[src/rtl/dmart_pkg.sv]
package dmart_pkg;
    localparam int unsigned RING_DEPTH = 12;
    localparam int unsigned IDX_W      = $clog2(RING_DEPTH);
    localparam int unsigned TAG_W      = 4;

    typedef logic [IDX_W-1:0] idx_t;
    typedef logic [TAG_W-1:0] tag_t;

    typedef struct packed {
        tag_t tag;
        idx_t run_idx;
        idx_t end_idx;
        logic rel_en;
    } req_t;

    typedef enum logic [1:0] {
        MODE_LIVE      = 2'd0,
        MODE_DRAIN_ERR = 2'd1,
        MODE_DRAIN_ABT = 2'd2
    } mode_e;

    function automatic idx_t idx_next(input idx_t i);
        if (i == idx_t'(RING_DEPTH - 1)) return '0;
        return i + idx_t'(1);
    endfunction
endpackage

[src/rtl/dmart_req_fifo.sv]
module dmart_req_fifo
    import dmart_pkg::*;
#(
    parameter int unsigned DEPTH = 4
) (
    input  logic clk,
    input  logic rst,
    input  logic push,
    input  req_t push_data,
    input  logic pop,
    input  logic upd,
    input  idx_t upd_run,
    output req_t head,
    output logic empty,
    output logic full
);
    localparam int unsigned PTR_W = (DEPTH > 1) ? $clog2(DEPTH) : 1;
    localparam int unsigned CNT_W = $clog2(DEPTH + 1);

    req_t             mem [DEPTH];
    logic [PTR_W-1:0] rd_q, wr_q;
    logic [CNT_W-1:0] cnt_q;

    function automatic logic [PTR_W-1:0] ptr_next(input logic [PTR_W-1:0] p);
        if (p == PTR_W'(DEPTH - 1)) return '0;
        return p + PTR_W'(1);
    endfunction

    always_ff @(posedge clk) begin
        if (rst) begin
            rd_q  <= '0;
            wr_q  <= '0;
            cnt_q <= '0;
        end else begin
            if (push) wr_q <= ptr_next(wr_q);
            if (pop)  rd_q <= ptr_next(rd_q);
            cnt_q <= cnt_q + CNT_W'(push) - CNT_W'(pop);
        end
    end

    always_ff @(posedge clk) begin
        if (push) mem[wr_q] <= push_data;
        if (upd && !pop) mem[rd_q].run_idx <= upd_run;
    end

    assign head  = mem[rd_q];
    assign empty = (cnt_q == '0);
    assign full  = (cnt_q == CNT_W'(DEPTH));

    AST_FIFO_NO_OVERFLOW: assert property (@(posedge clk) disable iff (rst)
        push |-> !full);
    AST_FIFO_NO_UNDERFLOW: assert property (@(posedge clk) disable iff (rst)
        pop |-> !empty);
    AST_FIFO_UPD_LIVE: assert property (@(posedge clk) disable iff (rst)
        upd |-> !empty);
endmodule

[src/rtl/dmart_count.sv]
module dmart_count
    import dmart_pkg::*;
#(
    parameter int unsigned CNT_W = 32
) (
    input  logic             clk,
    input  logic             rst,
    input  logic             add_en,
    input  idx_t             add_n,
    input  logic             rm_step,
    input  logic             resync,
    output logic [CNT_W-1:0] removed,
    output logic [IDX_W:0]   free_cnt
);
    logic [CNT_W-1:0] added_q, removed_q, gap, free_full;

    assign gap       = added_q - removed_q;
    assign free_full = CNT_W'(RING_DEPTH - 1) - gap;
    assign free_cnt  = free_full[IDX_W:0];
    assign removed   = removed_q;

    always_ff @(posedge clk) begin
        if (rst) begin
            added_q   <= '0;
            removed_q <= '0;
        end else begin
            if (add_en) added_q <= added_q + CNT_W'(add_n);
            if (resync) begin
                if (!gap[CNT_W-1]) removed_q <= added_q;
            end else if (rm_step) begin
                removed_q <= removed_q + CNT_W'(1);
            end
        end
    end

    logic [CNT_W-1:0] rm_prev_q, rm_delta;
    always_ff @(posedge clk) begin
        if (rst) rm_prev_q <= '0;
        else     rm_prev_q <= removed_q;
    end
    assign rm_delta = removed_q - rm_prev_q;

    AST_REMOVED_MONO: assert property (@(posedge clk) disable iff (rst)
        !rm_delta[CNT_W-1]);
    AST_REMOVED_UNIT: assert property (@(posedge clk) disable iff (rst)
        !$past(resync) |-> (rm_delta == '0 || rm_delta == CNT_W'(1)));
endmodule

[src/rtl/dmart_seq.sv]
module dmart_seq
    import dmart_pkg::*;
(
    input  logic clk,
    input  logic rst,
    input  logic running,
    input  idx_t hw_head,
    input  logic abort,
    input  logic enq_valid,
    input  tag_t enq_tag,
    input  idx_t enq_start,
    input  idx_t enq_end,
    input  logic enq_rel,
    output logic enq_ready,
    input  req_t fifo_head,
    input  logic fifo_empty,
    input  logic fifo_full,
    output logic fifo_push,
    output req_t fifo_push_data,
    output logic fifo_pop,
    output logic fifo_upd,
    output idx_t fifo_upd_run,
    output logic cnt_add_en,
    output logic cnt_rm_step,
    output logic cnt_resync,
    output idx_t sw_head,
    output logic cmpl_valid,
    output tag_t cmpl_tag,
    output logic cmpl_aborted,
    output logic rel_valid,
    output idx_t rel_idx,
    output logic notify
);
    mode_e mode_q;
    idx_t  sw_head_q, nh;
    logic  live, enq_take, step, hit, done_ok;
    logic  drain_rel, drain_pop, drain_end;
    logic  cmpl_valid_q, cmpl_aborted_q, rel_valid_q, notify_q;
    tag_t  cmpl_tag_q;
    idx_t  rel_idx_q;

    always_comb begin
        live      = (mode_q == MODE_LIVE);
        enq_ready = live && !fifo_full && !abort;
        enq_take  = enq_valid && enq_ready;
        nh        = idx_next(sw_head_q);
        step      = live && running && !abort && (sw_head_q != hw_head);
        hit       = step && !fifo_empty && fifo_head.rel_en &&
                    (fifo_head.run_idx == sw_head_q);
        done_ok   = step && !fifo_empty && (fifo_head.end_idx == nh);
        drain_rel = !live && !fifo_empty && fifo_head.rel_en &&
                    (fifo_head.run_idx != fifo_head.end_idx);
        drain_pop = !live && !fifo_empty && !drain_rel;
        drain_end = !live && fifo_empty;

        fifo_push = enq_take;
        if (running) fifo_push_data = '{tag: enq_tag, run_idx: enq_start,
                                        end_idx: enq_end, rel_en: enq_rel};
        else         fifo_push_data = '{tag: enq_tag, run_idx: '0,
                                        end_idx: '0, rel_en: 1'b0};
        fifo_pop     = done_ok || drain_pop;
        fifo_upd     = hit || drain_rel;
        fifo_upd_run = idx_next(fifo_head.run_idx);
        cnt_add_en   = enq_take && running;
        cnt_rm_step  = step;
        cnt_resync   = drain_end && (mode_q == MODE_DRAIN_ABT);
    end

    always_ff @(posedge clk) begin
        if (rst) begin
            mode_q         <= MODE_LIVE;
            sw_head_q      <= '0;
            cmpl_valid_q   <= 1'b0;
            cmpl_aborted_q <= 1'b0;
            cmpl_tag_q     <= '0;
            rel_valid_q    <= 1'b0;
            rel_idx_q      <= '0;
            notify_q       <= 1'b0;
        end else begin
            if (live) begin
                if (abort)                     mode_q <= MODE_DRAIN_ABT;
                else if (enq_take && !running) mode_q <= MODE_DRAIN_ERR;
            end else begin
                if (abort)           mode_q <= MODE_DRAIN_ABT;
                else if (fifo_empty) mode_q <= MODE_LIVE;
            end
            if (step)            sw_head_q <= nh;
            else if (cnt_resync) sw_head_q <= '0;
            cmpl_valid_q   <= done_ok || drain_pop;
            cmpl_aborted_q <= drain_pop;
            cmpl_tag_q     <= fifo_head.tag;
            rel_valid_q    <= hit || drain_rel;
            rel_idx_q      <= fifo_head.run_idx;
            notify_q       <= step;
        end
    end

    assign sw_head      = sw_head_q;
    assign cmpl_valid   = cmpl_valid_q;
    assign cmpl_tag     = cmpl_tag_q;
    assign cmpl_aborted = cmpl_aborted_q;
    assign rel_valid    = rel_valid_q;
    assign rel_idx      = rel_idx_q;
    assign notify       = notify_q;

    AST_HEAD_ONE_STEP: assert property (@(posedge clk) disable iff (rst)
        (sw_head_q != $past(sw_head_q)) |->
        (sw_head_q == idx_next($past(sw_head_q)) || sw_head_q == '0));
    AST_NOTIFY_ADV: assert property (@(posedge clk) disable iff (rst)
        notify_q |-> (sw_head_q == idx_next($past(sw_head_q))));
    AST_ABORT_IN_DRAIN: assert property (@(posedge clk) disable iff (rst)
        (cmpl_valid_q && cmpl_aborted_q) |-> $past(mode_q != MODE_LIVE));
    AST_HOLD_STOPPED: assert property (@(posedge clk) disable iff (rst)
        $past(!running && mode_q == MODE_LIVE) |-> $stable(sw_head_q));
    AST_OK_NOT_IN_DRAIN: assert property (@(posedge clk) disable iff (rst)
        (cmpl_valid_q && !cmpl_aborted_q) |-> $past(running));
endmodule

[src/rtl/dma_retire_tracker.sv]
module dma_retire_tracker
    import dmart_pkg::*;
#(
    parameter int unsigned FIFO_DEPTH = 4,
    parameter int unsigned CNT_W      = 32
) (
    input  logic                    clk,
    input  logic                    rst,
    input  logic                    eng_running,
    input  logic [IDX_W-1:0]        hw_head,
    input  logic                    abort_req,
    input  logic                    enq_valid,
    output logic                    enq_ready,
    input  logic [TAG_W-1:0]        enq_tag,
    input  logic [IDX_W-1:0]        enq_start,
    input  logic [IDX_W-1:0]        enq_end,
    input  logic [IDX_W-1:0]        enq_ndesc,
    input  logic                    enq_release,
    output logic                    done_valid,
    output logic [TAG_W-1:0]        done_tag,
    output logic                    done_aborted,
    output logic                    rel_valid,
    output logic [IDX_W-1:0]        rel_idx,
    output logic                    space_valid,
    output logic [IDX_W:0]          space_free,
    output logic [IDX_W-1:0]        sw_head,
    output logic [CNT_W-1:0]        removed_cnt
);
    req_t fifo_head, fifo_push_data;
    logic fifo_empty, fifo_full, fifo_push, fifo_pop, fifo_upd;
    idx_t fifo_upd_run;
    logic cnt_add_en, cnt_rm_step, cnt_resync;

    dmart_req_fifo #(.DEPTH(FIFO_DEPTH)) u_fifo (
        .clk(clk), .rst(rst),
        .push(fifo_push), .push_data(fifo_push_data),
        .pop(fifo_pop), .upd(fifo_upd), .upd_run(fifo_upd_run),
        .head(fifo_head), .empty(fifo_empty), .full(fifo_full)
    );

    dmart_seq u_seq (
        .clk(clk), .rst(rst), .running(eng_running), .hw_head(hw_head),
        .abort(abort_req), .enq_valid(enq_valid), .enq_tag(enq_tag),
        .enq_start(enq_start), .enq_end(enq_end), .enq_rel(enq_release),
        .enq_ready(enq_ready), .fifo_head(fifo_head), .fifo_empty(fifo_empty),
        .fifo_full(fifo_full), .fifo_push(fifo_push),
        .fifo_push_data(fifo_push_data), .fifo_pop(fifo_pop),
        .fifo_upd(fifo_upd), .fifo_upd_run(fifo_upd_run),
        .cnt_add_en(cnt_add_en), .cnt_rm_step(cnt_rm_step),
        .cnt_resync(cnt_resync), .sw_head(sw_head),
        .cmpl_valid(done_valid), .cmpl_tag(done_tag),
        .cmpl_aborted(done_aborted), .rel_valid(rel_valid),
        .rel_idx(rel_idx), .notify(space_valid)
    );

    dmart_count #(.CNT_W(CNT_W)) u_count (
        .clk(clk), .rst(rst), .add_en(cnt_add_en), .add_n(enq_ndesc),
        .rm_step(cnt_rm_step), .resync(cnt_resync),
        .removed(removed_cnt), .free_cnt(space_free)
    );
endmodule

[config.mk]
export PLATFORM = sky130hd
export DESIGN_NAME = dma_retire_tracker
export DESIGN_NICKNAME = d
export VERILOG_FILES = /design/src/rtl/dmart_pkg.sv /design/src/rtl/dmart_req_fifo.sv /design/src/rtl/dmart_count.sv /design/src/rtl/dmart_seq.sv /design/src/rtl/dma_retire_tracker.sv
export SDC_FILE = /design/constraint.sdc
export NUM_CORES = 1
export LEC_CHECK = 0
export BUFFER_PORTS_ARGS = -buffer_cell sky130_fd_sc_hd__buf_2
export CORE_ASPECT_RATIO = 1.25
export CORE_MARGIN = 5
export CORE_UTILIZATION = 60
export DETAILED_ROUTE_END_ITERATION = 7
export MAX_ROUTING_LAYER = met4
export PLACE_DENSITY = 0.87
export SYNTH_ARGS = -nofsm -noshare
export SYNTH_HDL_FRONTEND = slang
export SYNTH_SLANG_ARGS = --single-unit
[constraint.sdc]
create_clock -name clk -period 7.5 [get_ports clk]
set_clock_uncertainty 0.15 [all_clocks]
set_input_delay 1.125 -clock clk [delete_from_list [all_inputs] [get_ports clk]]
set_output_delay 1.125 -clock clk [all_outputs]
set_load 0.05 [all_outputs]
Word level (Yosys, flattened, before mapping). Memories as Yosys holds them, arrays and structs flattened. A register that Yosys moved wholly into a read port is not among the register bits. Index checks and enable logic that the tools add are counted.

Register bits after elaboration: 89. Output and inout bits: 54. Memories: 1. Logic and storage cells: 103. Memory bits (writable): 52.

Reductions and logical operators: 34. Multiplexer cells: 33. Equal/unequal tests: 12. Add/sub/neg operators: 10.

Memories: u_fifo.mem (words 4, bits a word 13, read ports 1, clocked after Yosys merged registers in 1, wr ports 2, line dmart_req_fifo.sv:20) `req_t mem [DEPTH];`.

Operators with widths (number): two-way mux 32 bit (3); adder 32 x 1 -> 32 bit, second input constant (1); adder 32 x 4 -> 32 bit (1); subtractor 32 bit (1); two-way mux 4 bit (6); two-way mux 2 bit (11); logical AND 1 bit (19); two-way mux 1 bit (12); two-way mux 9 bit (1); adder 4 x 1 -> 4 bit, second input constant (2); equality test 4 bit (2); equality test 4 bit, second input constant (2); != test 4 bit (2); zero test 1 bit (7); equality test 2 bit, second input constant (3); subtractor 4 x 5 -> 5 bit, first input constant (1); adder 2 x 1 -> 2 bit, second input constant (2); AND reduction 2 bit (2); adder 3 x 1 -> 3 bit (1); equality test 3 bit, second input constant (1); zero test 3 bit (1); != test 3 bit, second input constant (1); nonzero test 3 bit (1); subtractor 3 x 1 -> 3 bit (1); 4 further kinds (5).

Logic depth before layout (Yosys ltp). Gate-level depths: netlist of the first run.

Word-level depth: 13. Mapped depth: 16. Mapped depth without buffers: 15.

Hierarchy. A second synthesis of the first run with hierarchy kept.

Cells, all modules: 820. Area total of the unflattened synthesis: 8177.8 µm².

Modules (own cells, without submodules): dmart_count (times used 1, cells each 526, area each 4200.3 µm²); dmart_req_fifo (times used 1, cells each 161, area each 2720.1 µm²); dmart_seq (times used 1, cells each 133, area each 1257.5 µm²).

Worst setup path after synthesis of the first run. No wires, ideal clock.

Path kind: register to output. Start: register u_count.removed_q[0], in the netlist u_count.removed[0]. End: output port space_free[4]. Data required time: 6.225 ns. Cell stages (with the launch flop): 7. Data arrival time: 3.308 ns. Slack: 2.917 ns. Buffers on the path: 0. Cell sequence: dfxtp_1 ha_1 fa_1 xnor2_1 ha_1 xor2_1 xnor2_1.

Cells in the longest elaborated chain, start to end: 2.

RTL lines: start, declared (line dmart_count.sv:15) `logic [CNT_W-1:0] added_q, removed_q, gap, free_full;`; start signal, assigned (line dmart_count.sv:29) `if (!gap[CNT_W-1]) removed_q <= added_q;`; start signal, assigned (line dmart_count.sv:31) `removed_q <= removed_q + CNT_W'(1);`; subtractor 32 bit (line dmart_count.sv:17) `assign gap = added_q - removed_q;`; subtractor 4 x 5 -> 5 bit (line dmart_count.sv:18) `assign free_full = CNT_W'(RING_DEPTH - 1) - gap;`; end, declared (line dma_retire_tracker.sv:25) `output logic [IDX_W:0] space_free,`.

Every way passes these cells.

Worst setup path after layout of the first run.
Start: input port eng_running. End: register u_fifo.cnt_q[2].

Cells in the longest elaborated chain, start to end: 7.

RTL lines: start, declared (line dma_retire_tracker.sv:9) `input logic eng_running,`; logical AND 1 bit (3 in series) (line dmart_seq.sv:47) `step = live && running && !abort && (sw_head_q != hw_head);`; logical AND 1 bit (2 in series) (line dmart_seq.sv:50) `done_ok = step && !fifo_empty && (fifo_head.end_idx == nh);`; logical OR 1 bit (line dmart_seq.sv:61) `fifo_pop = done_ok || drain_pop;`; via fifo_pop (line dma_retire_tracker.sv:30) `logic fifo_empty, fifo_full, fifo_push, fifo_pop, fifo_upd;`; subtractor 3 x 1 -> 3 bit (line dmart_req_fifo.sv:37) `cnt_q <= cnt_q + CNT_W'(push) - CNT_W'(pop);`; end signal, assigned (line dmart_req_fifo.sv:37); end, declared (line dmart_req_fifo.sv:22) `logic [CNT_W-1:0] cnt_q;`.

The timed path passes the listed nets, and every way through them passes these cells. A chain may end at the register's enable or synchronous reset.

==> results.py, run 1 <==
metrics = {
    "detailed_routing": {
        "num_vias": 6795,
        "viasPerCell": 6.321,
        "wl_um": 19990,
        "drc": 0,
        "wl_per_cell_um": 18.59,
        "first_pass_iters": 5,
        "drtAntennaViolNets": 0,
        "drt_iter0_markers": 776,
    },
    "sta": {
        "fmax_ghz": 0.2385,
        "whs_ns": 0.3551,
        "period_share_pct": 55.90,
        "hold_viol_final": 0,
        "finalCriticalPeriod_ns": 4.192,
        "rsz0062_at_grt": "false",
        "setup_slack_ns": 3.308,
        "setup_viol": 0,
        "drv_slew": 0,
        "max_slew_margin_pct": 35.95,
        "setup_tns_ns": 0,
        "tightest_slew_ns": 0.9579,
    },
    "setup_path": {
        "critPathKind": "in2reg",
        "critical_path.max_fanout": 22,
        "cp_data_arrival_time_ns": 4.33,
        "r2r_cells": 15,
        "start_kind": "input port",
        "cp-end-kind": "flip-flop",
        "required_ns": 7.63,
    },
    "power": {
        "power_density_nw_per_um2": 264.1,
        "peakVddDrop_mv": 0.1621,
        "power_mw": 2.390,
        "power_leakage_nw": 3.466,
    },
    "hold_path": {
        "hold_class": "reg2reg",
        "min_delay_path_depth": 2,
    },
    "logic_synthesis": {
        "ys_warn_count": 0,
        "synth_cells": 829,
        "ys_top_cells_by_area": "dfxtp_1 (23%), edfxtp_1 (20%), ha_1 (7.7%)",
        "postSynthAreaPerCell_um2": 9.614,
        "synth-seq-area-share_pct": 42.45,
        "synthArstFlopShare_pct": 0,
        "post_synth_num_cell_types": 69,
        "synth_seq_cells": 143,
        "syn-num-nets": 907,
        "syn-cell-area_um2": 7970,
        "synth-main-ff-cell": "dfxtp_1",
        "netlist.top_cell.by_area": "dfxtp_1",
        "synth_top_area_share_pct": 22.86,
        "synth_edf_count": 52,
    },
    "final_layout": {
        "fin_area_um2": 9051,
        "diodes": 0,
        "area_growth_pct": 13.56,
        "post-route-util_pct": 69.02,
        "nets": 969,
        "final_cells": 1075,
        "final_layout_size_suffix_gt1_share_pct": 15.93,
    },
    "grt": {
        "first_global_vias": 6583,
        "antenna_found_initial": 0,
        "grt_pass1_wl_um": 32090,
        "grt-ovfl-total": 0,
        "gr-usage-all-layers_pct": 26.12,
        "grt_max_degree": 81,
    },
    "place": {
        "placed_area_um2": 8437,
        "dpl.hpwl_um": 13920,
        "numPortBuffers": 79,
        "pre_cts_slack_ns": 2.849,
        "dp.cells": 1043,
        "gp_congestion": 0.9304,
    },
    "clocking": {
        "clock_sinks": 143,
        "cts_hold_repair.buffers": 0,
        "htree_levels": 4,
        "worstSkewPairLatency_ns": 0.43,
        "tritoncts.num_buffers": 17,
        "clockBufferDepth": 2,
        "cts_tree": "built",
        "clk_pin_slew_ns": 0.07,
        "cts_resized": 0,
        "cts_setup_buffers": 0,
        "cts_root_buf": "clkbuf_16",
    },
    "floorplanning": {
        "num_rows": 47,
        "dieArea_um2": 15700,
        "die_height_um": 138.9,
        "start_util_pct": 60.78,
        "pin_count": 80,
        "core_area_um2": 13110,
        "die_w_um": 113.1,
    },
    "outcome": {
        "outcome": "completed",
    },
    "run": {
        "cap_violations": 0,
    },
}
-- sequential cells by signal (all words and copies together), names as in the netlist, named ones only --
signal,flops
u_count.added_q,32
u_count.removed,32
u_fifo.cnt_q,3
u_fifo.mem,52
u_fifo.rd_q,2
u_fifo.wr_q,2
u_seq.cmpl_aborted,1
u_seq.cmpl_tag,4
u_seq.cmpl_valid,1
u_seq.mode_q,2
u_seq.notify,1
u_seq.rel_idx,4
u_seq.rel_valid,1
u_seq.sw_head,4
-- layer usage --
| metal | vias to the layer above | global-route usage (%) | part of all wire [%] |
|---|---|---|---|
| met2 | 308 | 43.76 | 51 |
| met4 | 0 | 12.78 | 4.5 |
| met3 | 82 | 5.238 | 7.2 |
| met1 | 3219 | 29.62 | 37 |
| li1 | 3186 | - | - |
| met5 | - | - | 0 |
-- synthesized netlist by cell type, drive strengths merged, types with 4 or more instances --
cell / instances
mux4: 13
nor4: 9
nand2: 53
dfxtp: 91
mux2i: 6
a221oi: 5
and4: 4
o21ai: 30
xnor2: 21
and2: 9
nor2b: 11
nor3: 29
inv: 55
nor2: 64
o22ai: 15
o32ai: 4
or2: 5
xor2: 32
or3: 12
ha: 49
a211o: 4
nand4: 32
nand3b: 6
a21o: 6
nand3: 32
edfxtp: 52
clkbuf: 23
o31ai: 15
buf: 17
a21oi: 61
and3: 13
or4: 6
-- placed cells by master, fill, tap and decap left out, types with 5 or more instances in the layout --
master and count:
a21o_1 6, a21oi_1 61, a221oi_1 5, and2_1 9, and3_1 13, buf_2 79, clkbuf_16 17, clkinv_8 6
dfxtp_1 91, edfxtp_1 52, ha_1 49, inv_1 55, inv_8 5, mux2i_1 6, mux4_2 13, nand2_1 53
nand3_1 32, nand3b_1 6, nand4_1 32, nor2_1 64, nor2b_1 11, nor3_1 29, nor4_1 8, o21ai_0 28
o22ai_1 15, o31ai_1 12, or3_1 12, or4_1 6, xnor2_1 21, xor2_1 32
-- cell type report --
class	count	area (µm²)
Multi-Input combinational cell	591	4208
Fill cell	975	4063
Sequential cell	143	3383
Clock buffer	17	425.4
Timing Repair Buffer	83	425.4
Tap cell	171	214.0
Inverter	55	206.4
Clock inverter	15	188.9
-- worst paths after layout --
kind                        from               to  slack, ns
setup reg to reg       flip-flop  u_fifo.cnt_q[2]       3.39
hold / removal    u_fifo.wr_q[1]   u_fifo.wr_q[1]       0.36
setup / recovery     eng_running  u_fifo.cnt_q[2]       3.31
hold reg to reg   u_fifo.wr_q[1]   u_fifo.wr_q[1]       0.36
-- logic make-up after synthesis --
| kind of cell | Yosys count | share of synthesized area [%] |
|---|---|---|
| adders and majority gates | 52 | 8.446 |
| and+or+nand+nor | 297 | 19.67 |
| xor gates and xnor gates | 53 | 5.824 |
| AOI/OAI and AO/OA | 170 | 14.27 |
| DFF | 143 | 42.45 |
| buffers and inverters | 95 | 4.914 |
| muxes | 19 | 4.427 |
-- where the power goes --
| group | leakage, nW | internal, mW | switching, mW |
|---|---|---|---|
| combinational | 1.95 | 0.192 | 0.455 |
| sequential | 1.21 | 0.846 | 0.0434 |
| clock | 0.299 | 0.454 | 0.401 |
-- critical path, stage by stage --
cell       delay, ns
buf_2           0.27
nor4b_1         0.64
o41ai_2         0.18
buf_4           0.26
nor2_1          0.16
o2111ai_1       0.13
buf_4           0.22
nand2_1         0.11
ha_1            0.23
inv_1           0.05
ha_1            0.14
inv_1           0.06
fa_1            0.37
xor2_1          0.16
xnor2_1         0.16
nor2_1          0.06
Note: power is estimated with default switching activity, not from simulation.
==> run 2, diff against run 1 <==
- clock period: 7.5 -> 4.25 ns (I/O delays scaled with it)
==> run 2 against run 1 <==
Net effect:
- final cell count up 0.56%
- power up 80%
- critical path depth down 2
- non-clock buffer count up 5
- sequential cell count unchanged
- clock power up 83%
- die area unchanged
- critical endpoint unchanged
==> results.py, run 2 (same netlist as run 1, synthesis figures left out) <==
metrics = {
    "clocking": {
        "htree_levels": 4,
        "cts_hold_repair.buffers": 0,
        "worstSkewPairLatency_ns": 0.43,
        "cts_setup_buffers": 0,
        "cts_root_buf": "clkbuf_16",
        "tritoncts.num_buffers": 17,
        "cts_resized": 0,
        "clock_sinks": 143,
        "clk_pin_slew_ns": 0.07,
        "cts_tree": "built",
        "clockBufferDepth": 2,
    },
    "sta": {
        "rsz0062_at_grt": "false",
        "setup_tns_ns": 0,
        "whs_ns": 0.2671,
        "finalCriticalPeriod_ns": 3.775,
        "setup_slack_ns": 0.4750,
        "fmax_ghz": 0.2649,
        "drv_slew": 0,
        "tightest_slew_ns": 0.8769,
        "hold_viol_final": 0,
        "period_share_pct": 88.82,
        "max_slew_margin_pct": 41.54,
        "setup_viol": 0,
    },
    "setup_path": {
        "required_ns": 4.40,
        "cpPeakStageDelay_ns": 0.63,
        "ff2ff_setup_slack_ns": 0.48,
        "r2r-end": "u_fifo.cnt_q[2]",
        "start_kind": "flip-flop",
        "cp_data_arrival_time_ns": 3.92,
        "cp-end-kind": "flip-flop",
        "critPathSlowestCell": "dfxtp_1",
        "critPathKind": "reg2reg",
        "crit_chain": "buf_4 -> mux4_2 -> xor2_1 -> o41ai_4 -> nand2b_1 -> nand2_1 -> ha_1 -> inv_1 -> ha_1 -> inv_1 -> fa_1 -> xor2_1 -> xnor2_1 -> nor2_1",
        "r2r_cells": 14,
        "critical_path.max_fanout": 8,
    },
    "floorplanning": {
        "dieArea_um2": 15700,
        "die_w_um": 113.1,
        "core_area_um2": 13110,
        "start_util_pct": 60.78,
        "pin_count": 80,
        "num_rows": 47,
        "die_height_um": 138.9,
    },
    "detailed_routing": {
        "wl_per_cell_um": 18.76,
        "num_vias": 6807,
        "drtAntennaViolNets": 0,
        "drc": 0,
        "viasPerCell": 6.297,
        "drt_iter0_markers": 694,
        "first_pass_iters": 8,
        "wl_um": 20280,
    },
    "power": {
        "p_sw_share_pct": 36.09,
        "internal_power_mw": 2.752,
        "seqPwrFrac_pct": 36.5,
        "power.switching_mw": 1.554,
        "power_mw": 4.306,
        "power_density_nw_per_um2": 473.7,
        "combPwrFrac_pct": 27.4,
        "peakVddDrop_mv": 0.2900,
        "power.share.clock_pct": 36.1,
        "power_leakage_nw": 3.491,
    },
    "hold_path": {
        "min_delay_path_depth": 1,
        "hold_start": "enq_tag[2]",
        "min_to": "u_fifo.mem[3][11]",
        "hold_class": "in2reg",
    },
    "place": {
        "numPortBuffers": 79,
        "dpl.hpwl_um": 14300,
        "gp_congestion": 0.8926,
        "pre_cts_slack_ns": 0.4880,
    },
    "final_layout": {
        "post-route-util_pct": 69.32,
        "area_growth_pct": 14.05,
        "nets": 974,
        "fill_cells": 1010,
        "final_cell_mix": "dfxtp_1 (91), buf_2 (79), nor2_1 (64), a21oi_1 (61), inv_1 (55)",
        "largest_reg_flops": 52,
        "final_layout_size_suffix_gt1_share_pct": 16.39,
        "final_common_cell": "dfxtp_1",
        "largest-register": "u_fifo.mem",
    },
    "grt": {
        "grt_max_degree": 55,
        "grt-ovfl-total": 0,
        "gr-usage-all-layers_pct": 26.85,
        "grt_pass1_wl_um": 32840,
        "antenna_found_initial": 1,
        "first_global_vias": 6585,
    },
    "run": {
        "cap_violations": 0,
    },
    "outcome": {
        "outcome": "completed",
    },
}
## run 2: cell count changes in the layout (fill, tap and decap cells not counted)
cell	previous run	this run
clkinv_8	6	0
buf_4	4	9
bufinv_16	0	2
inv_6	3	5
clkinvlp_4	0	1
diode_2	0	1
inv_8	5	6
## run 2: worst max path at each step
stage,startpoint,to,cells after the start
floorplan,u_count.removed[0],space_free[4],6
global placement,flip-flop,u_fifo.cnt_q[2],14
detailed placement,flip-flop,u_fifo.cnt_q[2],14
CTS,flip-flop,u_fifo.cnt_q[2],14
global route,flip-flop,u_fifo.cnt_q[2],14
finish,flip-flop,u_fifo.cnt_q[2],14
## run 2: critical path: cells and delay by family, from the launching register on
family / cells / cell delay [ns]
xor+xnor: 3 / 0.53
mux: 1 / 0.55
flops: 1 / 0.63
buf+inv: 3 / 0.36
simple gates: 3 / 0.39
compound gates: 1 / 0.30
fa+ha+maj: 3 / 0.73
## run 2: layer usage
| layer | wire length [µm] | share of wire [%] | vias up | global-route usage, % |
|---|---|---|---|---|
| li1 | - | - | 3202 | - |
| met1 | 7536 | 37 | 3209 | 29.36 |
| met2 | 10620 | 52 | 334 | 46.69 |
| met3 | 1420 | 7.0 | 62 | 5.282 |
| met4 | 702 | 3.5 | 0 | 12.22 |
| met5 | 0 | 0 | - | - |
## run 2: layout make-up
cell class | count | area (µm²) | share of cell area [%]
Antenna cell | 1 | 2.502 | 0.02753
Clock buffer | 17 | 425.4 | 4.680
Clock inverter | 15 | 187.7 | 2.065
Inverter | 55 | 206.4 | 2.271
Multi-Input combinational cell | 591 | 4208 | 46.29
Sequential cell | 143 | 3383 | 37.22
Tap cell | 171 | 214.0 | 2.354
Timing Repair Buffer | 88 | 462.9 | 5.093
## run 2: power by group through the flow
stage                     clock network [mW]  logic, mW  registers [mW]
after floorplan                            0      0.771            1.69
after global placement                     0       1.13            1.59
after detailed placement                   0       1.16            1.60
after CTS                               1.56       1.17            1.57
after global routing                    1.63       1.26            1.58
final                                   1.56       1.18            1.57
## run 2: through the flow
step	area, µm²	std cells
floorplan	7970	829
global placement	8474	1048
detailed placement	8474	1048
CTS	9087	1080
global route	9090	1081
finish	9090	1081
